File: src/rtl/dbi_pkg.sv
package dbi_pkg;

  // Decide whether a lane is sent complemented: only a strict majority of
  // low-driven (logical one) bits triggers inversion.
  function automatic logic lane_needs_flip(input int unsigned weight,
                                           input int unsigned width);
    return (weight > (width / 2));
  endfunction

endpackage

File: src/rtl/dbi_lane_enc.sv
module dbi_lane_enc #(
  parameter int LANE_W = 16
) (
  input  logic [LANE_W-1:0] raw,
  output logic [LANE_W-1:0] coded,
  output logic              flip
);
  import dbi_pkg::*;

  localparam int CNT_W = $clog2(LANE_W + 1);

  logic [CNT_W-1:0] weight;

  always_comb begin
    weight = '0;
    for (int i = 0; i < LANE_W; i++) begin
      weight = weight + CNT_W'(raw[i]);
    end
  end

  always_comb begin
    flip  = lane_needs_flip(int'(weight), LANE_W);
    coded = flip ? ~raw : raw;
  end

endmodule

File: src/rtl/dbi_lane_dec.sv
module dbi_lane_dec #(
  parameter int LANE_W = 16
) (
  input  logic [LANE_W-1:0] coded,
  input  logic              flip,
  output logic [LANE_W-1:0] plain
);

  always_comb begin
    plain = coded ^ {LANE_W{flip}};
  end

endmodule

File: src/rtl/dbi_codec.sv
module dbi_codec #(
  parameter int DATA_W = 64,
  parameter int LANE_W = 16,
  parameter int BEATS  = 4
) (
  input  logic                             clk,
  input  logic                             rst,
  input  logic [BEATS*DATA_W-1:0]          tx_data_i,
  input  logic [BEATS-1:0]                 tx_vld_i,
  output logic [BEATS*DATA_W-1:0]          tx_data_o,
  output logic [BEATS*(DATA_W/LANE_W)-1:0] tx_flag_o,
  output logic [BEATS-1:0]                 tx_vld_o,
  input  logic [BEATS*DATA_W-1:0]          rx_data_i,
  input  logic [BEATS*(DATA_W/LANE_W)-1:0] rx_flag_i,
  input  logic [BEATS-1:0]                 rx_vld_i,
  output logic [BEATS*DATA_W-1:0]          rx_data_o,
  output logic [BEATS-1:0]                 rx_vld_o
);

  localparam int LANES = DATA_W / LANE_W;
  localparam int HALF  = LANE_W / 2;

  logic [BEATS*DATA_W-1:0] enc_word;
  logic [BEATS*LANES-1:0]  enc_flag;
  logic [BEATS*DATA_W-1:0] dec_word;

  for (genvar b = 0; b < BEATS; b++) begin : g_beat
    for (genvar l = 0; l < LANES; l++) begin : g_lane
      localparam int LO = b*DATA_W + l*LANE_W;

      dbi_lane_enc #(.LANE_W(LANE_W)) u_enc (
        .raw   (tx_data_i[LO +: LANE_W]),
        .coded (enc_word[LO +: LANE_W]),
        .flip  (enc_flag[b*LANES + l])
      );

      dbi_lane_dec #(.LANE_W(LANE_W)) u_dec (
        .coded (rx_data_i[LO +: LANE_W]),
        .flip  (rx_flag_i[b*LANES + l]),
        .plain (dec_word[LO +: LANE_W])
      );

      AST_LANE_WEIGHT: assert property (@(posedge clk) disable iff (rst)
        tx_vld_o[b] |-> ($countones(tx_data_o[LO +: LANE_W]) <= HALF));
    end

    always_ff @(posedge clk) begin
      if (rst) begin
        tx_data_o[b*DATA_W +: DATA_W] <= '0;
        tx_flag_o[b*LANES +: LANES]   <= '0;
        tx_vld_o[b]                   <= 1'b0;
        rx_data_o[b*DATA_W +: DATA_W] <= '0;
        rx_vld_o[b]                   <= 1'b0;
      end else begin
        tx_vld_o[b] <= tx_vld_i[b];
        rx_vld_o[b] <= rx_vld_i[b];
        if (tx_vld_i[b]) begin
          tx_data_o[b*DATA_W +: DATA_W] <= enc_word[b*DATA_W +: DATA_W];
          tx_flag_o[b*LANES +: LANES]   <= enc_flag[b*LANES +: LANES];
        end else begin
          tx_data_o[b*DATA_W +: DATA_W] <= '0;
          tx_flag_o[b*LANES +: LANES]   <= '0;
        end
        if (rx_vld_i[b]) begin
          rx_data_o[b*DATA_W +: DATA_W] <= dec_word[b*DATA_W +: DATA_W];
        end else begin
          rx_data_o[b*DATA_W +: DATA_W] <= '0;
        end
      end
    end

    AST_TX_LATENCY: assert property (@(posedge clk) disable iff (rst)
      tx_vld_i[b] |=> tx_vld_o[b]);
    AST_RX_LATENCY: assert property (@(posedge clk) disable iff (rst)
      rx_vld_i[b] |=> rx_vld_o[b]);
    AST_TX_IDLE: assert property (@(posedge clk) disable iff (rst)
      !tx_vld_i[b] |=> (tx_data_o[b*DATA_W +: DATA_W] == '0 &&
                        tx_flag_o[b*LANES +: LANES] == '0));
    AST_RX_IDLE: assert property (@(posedge clk) disable iff (rst)
      !rx_vld_i[b] |=> (rx_data_o[b*DATA_W +: DATA_W] == '0));
  end

endmodule

File: config.mk
export PLATFORM = sky130hd
export DESIGN_NAME = dbi_codec
export DESIGN_NICKNAME = d
export VERILOG_FILES = /design/src/rtl/dbi_pkg.sv /design/src/rtl/dbi_lane_enc.sv /design/src/rtl/dbi_lane_dec.sv /design/src/rtl/dbi_codec.sv
export SDC_FILE = /design/constraint.sdc
export NUM_CORES = 1
export LEC_CHECK = 0
export ABC_AREA = 1
export BUFFER_PORTS_ARGS = -buffer_cell sky130_fd_sc_hd__buf_2
export CORE_AREA = 2 2 422 424
export DETAILED_ROUTE_END_ITERATION = 12
export DIE_AREA = 0 0 424 426
export GPL_ROUTABILITY_DRIVEN = 0
export GPL_TIMING_DRIVEN = 0
export PLACE_DENSITY = 0.32
export SKIP_CTS_REPAIR_TIMING = 1
export SYNTH_ARGS = -nofsm -noshare
export SYNTH_HDL_FRONTEND = slang
export SYNTH_SLANG_ARGS = --single-unit
File: constraint.sdc
create_clock -name clk -period 4.4 [get_ports clk]
set_clock_uncertainty 0.05 [all_clocks]
set_input_delay 0.88 -clock clk [delete_from_list [all_inputs] [get_ports clk]]
set_output_delay 0.88 -clock clk [all_outputs]
set_load 0.01 [all_outputs]
Word-level counts from Yosys, hierarchy flattened
Cells that the tools add are included.
{"block": "op_classes", "addsub": 240, "magnitude_cmp": 16, "n_mux": 16, "bitwise_logic": 40, "reduce_logical": 8}
{"cell": "$add A5 B1 Y5", "count": 224}
{"cell": "$mux W16", "count": 16}
{"cell": "$not A16 Y16", "count": 16}
{"cell": "$xor A16 B16 Y16", "count": 16}
{"cell": "$gt A5 B4 Y1 const B", "count": 16}
{"cell": "$add A1 B1 Y2", "count": 16}
{"cell": "$reduce_or A2 Y1", "count": 8}
{"cell": "$not A1 Y1", "count": 8}
{"block": "word_totals", "regBits": 536, "input_bits": 538, "output_inout_bits": 536, "word_cells": 340}

Longest topological paths before layout
Gate-level depths: netlist of the first run.
{"block": "depth", "ltp_word": 17, "ltp_mapped": 19, "mapped_depth_nobuf": 18}

By module
A second synthesis of the first run with hierarchy kept.
{"block": "hier_totals", "cells_unflattened": 4561, "area_unflattened_um2": 31003.5}
{"mod": "dbi_codec", "instances": 1, "cells_per_inst": 1665, "area_per_inst_um2": 15208.3, "seq_area_each_um2": 10730.3}
{"mod": "dbi_lane_enc", "instances": 16, "cells_per_inst": 113, "area_per_inst_um2": 694.4, "seq_area_each_um2": 0.0}
{"mod": "dbi_lane_dec", "instances": 16, "cells_per_inst": 68, "area_per_inst_um2": 292.8, "seq_area_each_um2": 0.0}

Worst setup path before layout of the first run
OpenSTA, ideal clock, no wires.
{"block": "synth_path", "kind": "input port to flip-flop", "startpoint": "input tx_data_i[96]", "endpoint": "register tx_data_o[103]", "setup_ns": 0.115, "t_arrival_ns": 4.523, "slack_ns": -0.288, "cell_stages": 15, "path_buffers": 1, "path_cell_list": "ha_1 > inv_1 > fa_1 > fa_1 > fa_1 > fa_1 > fa_1 > fa_1 > inv_1 > nand2_1 > nand4_1 > nand3_2 > buf_4 > a21oi_1 > nor2_1"}
{"block": "synth_via", "elab_chain_cells": 17}
{"element": "start: declaration", "line_no": "dbi_codec.sv:8", "text": "input logic [BEATS*DATA_W-1:0] tx_data_i,"}
{"element": "$add A1 B1 Y2", "line_no": "dbi_lane_enc.sv:17", "text": "weight = weight + CNT_W'(raw[i]);"}
{"element": "$add A5 B1 Y5 (14 in a row)", "line_no": "dbi_lane_enc.sv:17"}
{"element": "$gt A5 B4 Y1", "line_no": "dbi_pkg.sv:7", "text": "return (weight > (width / 2));"}
{"element": "$mux W16", "line_no": "dbi_lane_enc.sv:23", "text": "coded = flip ? ~raw : raw;"}
{"element": "end signal: indexed assignment", "line_no": "dbi_codec.sv:58", "text": "tx_data_o[b*DATA_W +: DATA_W] <= enc_word[b*DATA_W +: DATA_W];"}
{"element": "end: declaration", "line_no": "dbi_codec.sv:10", "text": "output logic [BEATS*DATA_W-1:0] tx_data_o,"}
Every way passes these cells.
A chain may end at the register's enable or synchronous reset.

Final worst setup path of the first run
{"block": "layout_path", "startpoint": "input tx_data_i[177]", "endpoint": "register tx_data_o[180]"}
The elaborated chain is that of the path after synthesis.

==> results of run 1 <==
[per-stage QoR]
step / utilization, % / setup WS (ps) / hold WS, ps / power, mW
4_1_cts: 22.0 / -59.9 / 269 / 24.7
5_1_grt: 22.1 / -15.4 / 317 / 26.4
6_report: 22.1 / 81.0 / 367 / 24.4
3_5_place_dp: 20.5 / -830 / 1070 / 17.7
2_1_floorplan: - / -179 / 967 / 14.0
3_3_place_gp: 20.5 / -860 / 1070 / 17.8
[critical path, cell delays in order]
cell	delay [ps]
buf_2	130
ha_4	260
inv_2	30
fa_1	500
fa_1	440
fa_1	560
fa_1	450
fa_2	370
fa_2	530
nand4_1	150
nand3_4	180
buf_6	180
a21oi_1	80
nor2_1	160
[flip-flops by register name (all words and copies together) (netlist names)]
signal	flops
tx_vld_o	4
tx_flag_o	16
rx_data_o	256
rx_vld_o	4
tx_data_o	256
[cell families after synthesis]
kind of cell / count (synthesis) / share of synthesized area, %
AND/OR/NAND/NOR: 1188 / 18.9
buffers and inverters: 629 / 10.6
flip-flops: 536 / 40.4
AO/OA/AOI/OAI: 300 / 5.84
XOR/XNOR: 256 / 8.44
adder cells (fa/ha/maj): 240 / 15.8
[power by group]
group          total, mW  internal, mW  switching (mW)
sequential          5.94          5.70           0.238
clock               6.67          4.06            2.60
combinational       11.8          4.76            7.05
[final cells by class]
class / instances / share of cell area (%)
flip-flops and latches: 536 / 27.6
well taps: 2340 / 7.52
repair buffers: 1064 / 13.7
diodes: 27 / 0.174
plain buffers: 184 / 3.32
clock inverters: 34 / 1.29
multi-input cells: 1984 / 36.4
inverters: 445 / 4.29
clock buffers: 106 / 5.67
[layer usage]
layer  wire length, um  global-route usage (%)  vias up  part of all wire, %
met5               231                       0        -                 0.18
met4              4870                    5.84       42                  3.9
met3              9910                    4.66      239                  7.9
met2             66400                    25.0      748                   53
met1             44100                    13.3    11100                   35
li1                  -                       -    12000                    -
[cell usage in the layout, fill, tap and decap left out]
| master | n |
|---|---|
| o21ai_0 | 3 |
| fa_1 | 127 |
| clkinv_2 | 11 |
| bufinv_16 | 9 |
| clkinv_16 | 2 |
| inv_1 | 423 |
| ha_4 | 16 |
| clkinvlp_4 | 2 |
| ha_1 | 64 |
| clkinv_8 | 2 |
| nor2_1 | 526 |
| clkinv_4 | 3 |
| buf_2 | 1141 |
| nand2_2 | 3 |
| clkbuf_1 | 16 |
| o21ai_1 | 1 |
| fa_2 | 33 |
| nor2_2 | 1 |
| inv_2 | 22 |
| buf_8 | 7 |
| buf_12 | 1 |
| nand4_1 | 16 |
| nand2_1 | 341 |
| xnor2_1 | 256 |
| inv_6 | 5 |
| dfxtp_1 | 536 |
| buf_4 | 42 |
| clkbuf_8 | 17 |
| clkbuf_16 | 77 |
| nor2_4 | 1 |
| buf_1 | 17 |
| nand3_1 | 146 |
| diode_2 | 27 |
| nand3_4 | 8 |
| a21oi_1 | 237 |
| nand3_2 | 146 |
| a21oi_2 | 47 |
| o21ai_2 | 12 |
| buf_6 | 36 |
[worst paths after layout]
path	from	to	cells after the start
worst max-delay path	tx_data_i[177]	tx_data_o[180]$_SDFF_PP0_	14
worst min-delay path	rx_data_i[125]	rx_data_o[125]$_SDFF_PP0_	3
==> flow_metrics.env, run 1 <==
export IMPL_core_area_um2=176000
export IMPL_wl_mm=126
export IMPL_drt_iter0_drc=903
export IMPL_layoutNonFillerInstCount=6720
export IMPL_status="completed"
export IMPL_post_dp_cell_area_um2=36000
export IMPL_h_tree_depth=3
export IMPL_die_area_um2=181000
export IMPL_synth_seq_cells=536
export IMPL_place_inst=6546
export IMPL_post_route_drc_count=0
export IMPL_report_final_setup_viol=0
export IMPL_cts_buffer_depth=3
export IMPL_crit_fanout=10
export IMPL_period_minus_slack_ps=4320
export IMPL_nets=5069
export IMPL_start_kind="input port"
export IMPL_grt_max_degree=12
export IMPL_synth_most_common_cell="dfxtp_1"
export IMPL_max_freq_mhz=232
export IMPL_async_flop_share_pct=0
export IMPL_synth_top_area_share_pct=40.4
export IMPL_syn_nets=3927
export IMPL_rsz0062_at_grt="true"
export IMPL_syn_inst=3149
export IMPL_regArea_um2=10700
export IMPL_syn_to_final_growth_pct=46.5
export IMPL_clk_pin_slew_ps=60
export IMPL_cts_sinks=536
export IMPL_clock_root_buffer="clkbuf_16"
export IMPL_period_share_pct=98.2
export IMPL_io_buffers=1057
export IMPL_synth_main_ff_cell="dfxtp_1"
export IMPL_p_leak_nw=19.3
export IMPL_synth_edf_count=0
export IMPL_ys_top_cells_by_count="dfxtp_1, nor2_1, inv_1, nand2_1, a21oi_1"
export IMPL_syn_area_um2=26600
export IMPL_tightest_slew_ps=740
export IMPL_slew_headroom_pct=50.7
export IMPL_drive_gt1_share_pct=37.8
export IMPL_finalHoldViolations=0
export IMPL_crit_required_ps=4960
export IMPL_die_h_um=426
export IMPL_cts_tree="yes"
export IMPL_cap_violations=0
export IMPL_antenna_left=0
export IMPL_grt_overflow_total=0
export IMPL_cp_end_kind="flip-flop"
export IMPL_design_area_um2=38900
export IMPL_grt_pass1_vias=24600
export IMPL_grt_first_pass_wirelength_mm=175
export IMPL_rows=154
export IMPL_firstDrtPassIters=4
export IMPL_grtUsageTotal_pct=13.4
export IMPL_syn_area_per_cell_um2=8.43
export IMPL_antenna_found_initial=77
export IMPL_hpwl_mm=105
export IMPL_fin_tns_setup_ps=0
export IMPL_power_density_nw_per_um2=627
export IMPL_io_pin_count=1074
export IMPL_vias_per_cell=3.59
export IMPL_min_path_type="in2reg"
export IMPL_synth_distinct_cells=22
export IMPL_yosys_top_cells_area="dfxtp_1, fa_1, xnor2_1"
export IMPL_path_class="in2reg"
export IMPL_yosys_area_top_type="dfxtp_1"
export IMPL_cts_buffers=76
export IMPL_yosys_warnings=0
export IMPL_arrival_ps=4880
export IMPL_die_w_um=424
export IMPL_slew_violations=0
export IMPL_wire_per_inst_um=18.7
export IMPL_start_util_pct=15.1
export IMPL_ys_seq_area_share_pct=40.4
export IMPL_num_vias=24100
export IMPL_multi_input_area_um2=14200
export IMPL_max_vdd_ir_drop_mv=0.283
export IMPL_fill_cells=19700
Note: power is estimated with default switching activity, not from simulation.
==> run 2: changes to the inputs <==
CTS_BUF_LIST = sky130_fd_sc_hd__clkbuf_16   (was unset)
SLEW_MARGIN = 40   (was unset)
==> flow_metrics.env, run 2 (same netlist as run 1, synthesis figures left out) <==
export IMPL_tightest_slew_ps=706
export IMPL_rows=154
export IMPL_h_tree_depth=3
export IMPL_crit_family="adder cells"
export IMPL_p_leak_nw=19.3
export IMPL_report_final_setup_viol=0
export IMPL_antenna_left=0
export IMPL_power_density_nw_per_um2=622
export IMPL_wl_mm=125
export IMPL_crit_required_ps=4930
export IMPL_hp_start="rx_data_i[125]"
export IMPL_finalHoldViolations=0
export IMPL_cts_buffers=76
export IMPL_die_h_um=426
export IMPL_clock_root_buffer="clkbuf_16"
export IMPL_max_vdd_ir_drop_mv=0.282
export IMPL_fill_cells=19800
export IMPL_min_path_type="in2reg"
export IMPL_cts_tree="yes"
export IMPL_cap_violations=0
export IMPL_cts_buffer_depth=3
export IMPL_firstDrtPassIters=4
export IMPL_max_freq_mhz=230
export IMPL_slowest_delay_ps=540
export IMPL_slew_violations=0
export IMPL_die_area_um2=181000
export IMPL_grt_pass1_vias=24600
export IMPL_io_buffers=1057
export IMPL_syn_to_final_growth_pct=45.9
export IMPL_vias_per_cell=3.60
export IMPL_final_cell_mix="buf_2, dfxtp_1, nor2_1"
export IMPL_slew_headroom_pct=52.9
export IMPL_start_kind="input port"
export IMPL_die_w_um=424
export IMPL_post_dp_cell_area_um2=36000
export IMPL_drive_gt1_share_pct=37.4
export IMPL_grt_first_pass_wirelength_mm=174
export IMPL_cp_cell_sequence="buf_2, ha_4, inv_2, fa_1, fa_1, fa_1, fa_1, fa_2, fa_2, nand4_1, nand3_4, nand3_1, nand2_1, nor2_1"
export IMPL_path_class="in2reg"
export IMPL_reg_top3="rx_data_o (256), tx_data_o (256), tx_flag_o (16)"
export IMPL_wire_per_inst_um=18.7
export IMPL_worstSetupStartpoint="tx_data_i[161]"
export IMPL_cpMaxStageDelayCell="fa_1"
export IMPL_hpwl_mm=105
export IMPL_cts_sinks=536
export IMPL_clk_pin_slew_ps=60
export IMPL_min_to="rx_data_o[125]$_SDFF_PP0_"
export IMPL_rsz0062_at_grt="true"
export IMPL_antenna_found_initial=77
export IMPL_place_inst=6546
export IMPL_post_route_drc_count=0
export IMPL_design_area_um2=38700
export IMPL_arrival_ps=4870
export IMPL_start_util_pct=15.1
export IMPL_drt_iter0_drc=886
export IMPL_num_vias=24200
export IMPL_final_common_cell="buf_2"
export IMPL_period_minus_slack_ps=4340
export IMPL_cp_depth=14
export IMPL_layoutNonFillerInstCount=6719
export IMPL_path_buf_inv=2
export IMPL_period_share_pct=98.7
export IMPL_nets=5069
export IMPL_core_area_um2=176000
export IMPL_grt_max_degree=12
export IMPL_grtUsageTotal_pct=13.4
export IMPL_crit_fanout=6
export IMPL_hold_depth=3
export IMPL_grt_overflow_total=0
export IMPL_cp_common_cell="fa_1"
export IMPL_cp_end_kind="flip-flop"
export IMPL_status="completed"
export IMPL_io_pin_count=1074
run 2: cell types whose count changed in the layout (fill, tap and decap cells not counted), sizes merged:
cell,before,now
clkbuf,110,81
clkinv,18,35
diode,27,26
inv,450,462
run 2: through the flow:
stage	total power [mW]	utilization, %	TNS [ps]	hold slack (ps)	setup WS [ps]
2_1_floorplan	14.0	-	-41200	967	-179
3_3_place_gp	17.8	20.5	-152430	1070	-860
6_report	24.1	22.0	0	366	58.4
4_1_cts	24.3	21.9	-103	269	-59.9
5_1_grt	26.1	22.0	-21.1	317	-15.4
3_5_place_dp	17.7	20.5	-152520	1070	-830
run 2: layout make-up:
cell class,instances,area [um^2],share of cell area [%]
well taps,2340,2930,7.56
repair buffers,1064,5340,13.8
plain buffers,184,1290,3.34
diodes,26,65.1,0.168
multi-input cells,1984,14200,36.6
flip-flops and latches,536,10700,27.7
clock buffers,77,1930,4.97
inverters,445,1670,4.31
clock inverters,63,612,1.58
run 2: report_power, final:
group | internal [mW] | switching (mW) | total (mW)
registers | 5.70 | 0.239 | 5.94
clock network | 3.74 | 2.60 | 6.33
logic | 4.76 | 7.05 | 11.8
run 2: worst max-delay path by stage:
stage	to	slack (ps)
finish	tx_data_o[162]$_SDFF_PP0_	60
global route	tx_data_o[92]$_SDFF_PP0_	-20
CTS	tx_data_o[92]$_SDFF_PP0_	-60
detailed placement	tx_data_o[92]$_SDFF_PP0_	-830
global placement	tx_data_o[92]$_SDFF_PP0_	-860
floorplan	tx_data_o[39]$_SDFF_PP0_	-180
run 2: metal layers:
| layer | vias to the layer above | wire, um | global-route usage, % |
|---|---|---|---|
| li1 | 12000 | - | - |
| met5 | - | 233 | 0 |
| met2 | 757 | 66400 | 25.0 |
| met4 | 42 | 4910 | 5.84 |
| met3 | 243 | 9990 | 4.67 |
| met1 | 11100 | 44000 | 13.3 |
